--- src/rtl/irq_cap_pkg.sv ---
package irq_cap_pkg;
  typedef enum logic [1:0] {
    CAP_IDLE = 2'd0,
    CAP_WAIT = 2'd1,
    CAP_TAKE = 2'd2
  } cap_state_e;
endpackage

--- src/rtl/retire_pc_tracker.sv ---
module retire_pc_tracker #(
  parameter int unsigned XLEN         = 32,
  parameter logic [XLEN-1:0] RESET_VEC = 32'h0000_0100,
  parameter bit HALF_STEP_EN          = 1'b1
) (
  input  logic            clk,
  input  logic            rst_n,
  input  logic            retire_valid,
  input  logic [XLEN-1:0] retire_pc,
  input  logic            retire_wide,
  input  logic            flush_valid,
  input  logic [XLEN-1:0] flush_target,
  output logic [XLEN-1:0] next_pc
);
  localparam logic [XLEN-1:0] WIDE_STEP = XLEN'(4);
  localparam logic [XLEN-1:0] HALF_STEP = XLEN'(2);

  logic [XLEN-1:0] step;

  generate
    if (HALF_STEP_EN) begin : g_mixed
      assign step = retire_wide ? WIDE_STEP : HALF_STEP;
    end else begin : g_fixed
      logic unused_wide;
      assign unused_wide = retire_wide;
      assign step = WIDE_STEP;
    end
  endgenerate

  always_ff @(posedge clk) begin
    if (!rst_n) begin
      next_pc <= RESET_VEC;
    end else if (flush_valid) begin
      next_pc <= flush_target;
    end else if (retire_valid) begin
      next_pc <= retire_pc + step;
    end
  end
endmodule

--- src/rtl/capture_fsm.sv ---
module capture_fsm
  import irq_cap_pkg::*;
#(
  parameter int unsigned XLEN = 32
) (
  input  logic            clk,
  input  logic            rst_n,
  input  logic            irq_req,
  input  logic            irq_enable,
  input  logic            retire_valid,
  input  logic            flush_valid,
  input  logic            csr_busy,
  input  logic            pipe_drained,
  input  logic [XLEN-1:0] next_pc,
  output logic [XLEN-1:0] mepc,
  output logic            cap_done,
  output logic            irq_taken
);
  cap_state_e state_q, state_d;
  logic accept, settled;

  assign accept  = irq_req & irq_enable;
  // nothing may move the tracker in the capture cycle
  assign settled = ~retire_valid & ~flush_valid & ~csr_busy & pipe_drained;

  always_comb begin
    state_d = state_q;
    unique case (state_q)
      CAP_IDLE: if (accept)  state_d = CAP_WAIT;
      CAP_WAIT: if (settled) state_d = CAP_TAKE;
      CAP_TAKE:              state_d = CAP_IDLE;
      default:               state_d = CAP_IDLE;
    endcase
  end

  always_ff @(posedge clk) begin
    if (!rst_n) begin
      state_q   <= CAP_IDLE;
      mepc      <= '0;
      cap_done  <= 1'b0;
      irq_taken <= 1'b0;
    end else begin
      state_q   <= state_d;
      cap_done  <= (state_q == CAP_WAIT) && settled;
      irq_taken <= (state_q == CAP_TAKE);
      if ((state_q == CAP_WAIT) && settled) mepc <= next_pc;
    end
  end
endmodule

--- src/rtl/irq_return_capture.sv ---
module irq_return_capture #(
  parameter int unsigned XLEN          = 32,
  parameter logic [XLEN-1:0] RESET_VEC = 32'h0000_0100,
  parameter bit HALF_STEP_EN           = 1'b1
) (
  input  logic            clk,
  input  logic            rst_n,
  input  logic            irq_req,
  input  logic            irq_enable,
  input  logic            retire_valid,
  input  logic [XLEN-1:0] retire_pc,
  input  logic            retire_wide,
  input  logic            flush_valid,
  input  logic [XLEN-1:0] flush_target,
  input  logic            csr_busy,
  input  logic            pipe_drained,
  output logic [XLEN-1:0] mepc,
  output logic            cap_done,
  output logic            irq_taken
);
  logic [XLEN-1:0] next_pc;

  retire_pc_tracker #(
    .XLEN(XLEN), .RESET_VEC(RESET_VEC), .HALF_STEP_EN(HALF_STEP_EN)
  ) u_trk (
    .clk(clk), .rst_n(rst_n),
    .retire_valid(retire_valid), .retire_pc(retire_pc), .retire_wide(retire_wide),
    .flush_valid(flush_valid), .flush_target(flush_target),
    .next_pc(next_pc)
  );

  capture_fsm #(.XLEN(XLEN)) u_fsm (
    .clk(clk), .rst_n(rst_n),
    .irq_req(irq_req), .irq_enable(irq_enable),
    .retire_valid(retire_valid), .flush_valid(flush_valid),
    .csr_busy(csr_busy), .pipe_drained(pipe_drained),
    .next_pc(next_pc),
    .mepc(mepc), .cap_done(cap_done), .irq_taken(irq_taken)
  );
endmodule

--- config.mk ---
export PLATFORM = sky130hd
export DESIGN_NAME = irq_return_capture
export DESIGN_NICKNAME = d
export VERILOG_FILES = /design/src/rtl/irq_cap_pkg.sv /design/src/rtl/retire_pc_tracker.sv /design/src/rtl/capture_fsm.sv /design/src/rtl/irq_return_capture.sv
export SDC_FILE = /design/constraint.sdc
export NUM_CORES = 1
export LEC_CHECK = 0
export ABC_CLOCK_PERIOD_IN_PS = 4730
export BUFFER_PORTS_ARGS = -buffer_cell sky130_fd_sc_hd__buf_2
export CORE_ASPECT_RATIO = 0.7
export CORE_MARGIN = 3
export CORE_UTILIZATION = 48
export DETAILED_ROUTE_END_ITERATION = 8
export HOLD_SLACK_MARGIN = 0.1
export MAX_ROUTING_LAYER = met4
export PLACE_DENSITY = 0.76
export SYNTH_ARGS = -nofsm -noshare
export SYNTH_HDL_FRONTEND = slang
export SYNTH_SLANG_ARGS = --single-unit
export TNS_END_PERCENT = 100
--- constraint.sdc ---
create_clock -name clk -period 4.73 [get_ports clk]
set_clock_uncertainty 0.05 [all_clocks]
set_input_delay 0.946 -clock clk [delete_from_list [all_inputs] [get_ports clk]]
set_output_delay 0.946 -clock clk [all_outputs]
set_load 0.03 [all_outputs]
==> flow_summary.ini <==
[place]
global_placement_routability_congestion = 0.8615
placed_cells = 616
dpl.hpwl_microns = 7530
port_buffers = 106

[flow_run]
cap_viol_max_count = 0

[finish]
sequential_cell_area_sq_um = 1361
finish.cell_count_without_fillers = 631
n_fill_cell = 668
layout-drive-gt1-share_pct = 24.58
layout.nets = 609
syn2layout_area_growth_pct = 21.03
multi_input_comb_area_sq_um = 1956
number_of_antenna_diodes = 0

[worst_setup_path]
worstPathMaxFanout = 43
timing_worst_setup_path_type = input pin to register
startpoint = retire_valid
r2r_path_start = u_fsm.state_q[1]
timing.critical_path.arrival_ns = 3.15
setup.worst_path.end_class = register
worst_ep_required_time_ns = 4.86
startpoint_type = input pin

[power_and_ir_drop]
p_clk_share_pct = 37.5
power_per_cell_area_nw_per_um2 = 291.8
seqPwrFrac_pct = 49.7
cellInternalPower_mw = 0.9132
ir_worst_vdd_mv = 0.1297
total_switching_power_mw = 0.3115
switching_share_pct = 25.44
comb_power_share_pct = 12.8
static_leakage_nw = 1.665

[global_route]
gr_met2_demand_resource_pct = 34.24
global_route_layer_with_the_greatest_usage = met1
first_global_vias = 3241
grt_use_met3_pct = 3.280
grt_antenna_before_repair = 0
global_route.usage.total_pct = 24.83
gr-total-overflow = 0
groute.layer.met1.usage_pct = 37.14
grt_max_degree = 68
grt_first_pass_wirelength_microns = 15930

[sta]
unrepaired_setup_endpoints_after_global_routing = false
finalSetupViolations = 0
slew-limit-headroom_pct = 29.99
finalSetupTns_ns = 0
final.period_utilization_pct = 63.84
final_period_minus_worst_setup_slack_ns = 3.020
finalHoldViolCount = 0
highest_achievable_clock_rate_ghz = 0.3311
timing_worst_slew_pin_value_ns = 1.050
final_max_slew_viol_count = 0

[clocking]
clock-sinks = 68
clk_path_buf_depth = 2
cts_tree = built
cts_setup_buffers = 0
cts_htree_levels = 3
ctsRootBufferMaster = sky130_fd_sc_hd__clkbuf_8
clkSlewWorstSetupHoldPaths_ns = 0.07
postCtsHoldBufs = 0
cts_inserted_buffers = 9
worstSkewPairLatency_ns = 0.34
post_cts_resized = 0

[logic_synthesis]
post-synth-top-area-cell = sky130_fd_sc_hd__dfxtp_1
yosysMostFrequentCell = sky130_fd_sc_hd__nand2_1
synth_common_cells = 86 x sky130_fd_sc_hd__nand2_1, 68 x sky130_fd_sc_hd__dfxtp_1, 66 x sky130_fd_sc_hd__a21oi_1
async_flop_share_pct = 0
yosys-top-cells-area = sky130_fd_sc_hd__dfxtp_1 39%, sky130_fd_sc_hd__a21oi_1 9.5%, sky130_fd_sc_hd__nand2_1 9.3%
syn_inst = 446
synthesis.yosys.warnings = 0
ys_seq_elements = 68
syn-mean-instance-area_sq_um = 7.777
mappedNetlistArea_sq_um = 3468
synth-seq-area-share_pct = 39.25
synth_edf_count = 0
syn_nets = 522
synth.distinct_cells = 55
yosys.area.top_type_share_pct = 39.25
yosys_most_used_dff = sky130_fd_sc_hd__dfxtp_1

[route]
detail_route.iter0.violations = 324
vias_per_cell = 5.704
antenna_violating_nets_post_route = 0
routed_wire_length_per_instance_microns = 16.12
route.detailed.drc = 0
postRouteWirelength_microns = 10170
first_pass_iters = 5
dr_total_vias = 3599

[die]
io_pins = 107
rows = 25
core_sq_um = 6882
starting_utilization_of_the_core_area_pct = 50.40
fp.dieH_microns = 77.12
die-area_sq_um = 8298
floorplan.die.width_microns = 107.6

[hold_path]
hold_start = u_fsm.mepc[12]
hold_path.class = register to register

[outcome]
status = finished, final reports clean
==> per-stage QoR <==
step	power (mW)	setup slack, ns	cell area [sq um]	util [%]	hold slack (ns)
finish	1.225	1.710	4198	61.00	0.4019
floorplan	0.7032	1.929	3468	-	0.3771
global placement	0.7707	1.420	4014	58.33	0.3864
detailed placement	0.7742	1.357	4014	58.33	0.3920
CTS	1.226	1.723	4198	61.00	0.4016
global route	1.267	1.540	4198	61.00	0.4211
==> metal layers <==
| metal | wire length (microns) | vias to the layer above |
|---|---|---|
| li1 | - | 1783 |
| met5 | 0 | - |
| met4 | 148 | 0 |
| met2 | 4320 | 163 |
| met1 | 4823 | 1641 |
| met3 | 881 | 12 |
==> sequential cells by signal, indices dropped and copies added, names as in the netlist <==
signal,count
u_fsm.mepc,32
u_trk.next_pc,32
u_fsm.state_q,2
u_fsm.cap_done,1
u_fsm.irq_taken,1
==> critical path, cell delays in order <==
cell,delay (ns)
sky130_fd_sc_hd__buf_2,0.35
sky130_fd_sc_hd__or4b_1,0.69
sky130_fd_sc_hd__or3b_1,0.84
sky130_fd_sc_hd__nand2_1,0.22
sky130_fd_sc_hd__a21oi_1,0.09
==> kinds of logic (layout without fill, tap and decap cells) <==
kind of cell             Yosys count  count (layout)  synth area share (%)
XOR/XNOR                           6               6                 1.515
multiplexers                       4               4                 1.154
AO/OA/AOI/OAI                    115             115                 20.38
buffers and inverters             40             131                 4.545
flip-flops                        68              68                 39.25
AND/OR/NAND/NOR                  210             210                 31.85
adder cells (fa/ha/maj)            3               3                 1.299
==> final timing paths <==
kind | endpoint | slack [ns] | cells after the start
max | u_fsm.mepc[11] | 1.71 | 5
min | u_fsm.mepc[12] | 0.40 | 2
max reg2reg | u_fsm.mepc[11] | 2.99 | 3
min reg2reg | u_fsm.mepc[12] | 0.40 | 2
==> placed cells by master (no fill, tap or decap), drive strengths merged, types with 4 or more instances in the layout <==
master and instances:
buf 109, nand2 86, dfxtp 68, a21oi 66, nor2 29, nor3b 21, o211ai 15, nand3 15
clkbuf 13, nor3 10, nand4 9, inv 6, and3 6, or4 6, nor4 6, o21ai 5
xnor2 5, or3b 5, mux2i 4, a31oi 4, nand2b 4, o22ai 4
==> power groups by stage <==
stage	registers, mW	logic, mW	clock network, mW
final	0.609	0.157	0.459
after global routing	0.610	0.172	0.485
after CTS	0.608	0.154	0.464
after detailed placement	0.621	0.154	0
after global placement	0.620	0.150	0
after floorplan	0.616	0.0871	0
==> final cells by class <==
| cell class | instances | area share (%) |
|---|---|---|
| Tap cell | 94 | 2.802 |
| Timing Repair Buffer | 109 | 13.17 |
| Inverter | 7 | 0.6259 |
| Multi-Input combinational cell | 338 | 46.59 |
| Clock buffer | 13 | 3.547 |
| Clock inverter | 2 | 0.8346 |
| Sequential cell | 68 | 32.43 |
No activity file was read; power rests on OpenSTA's default activity.
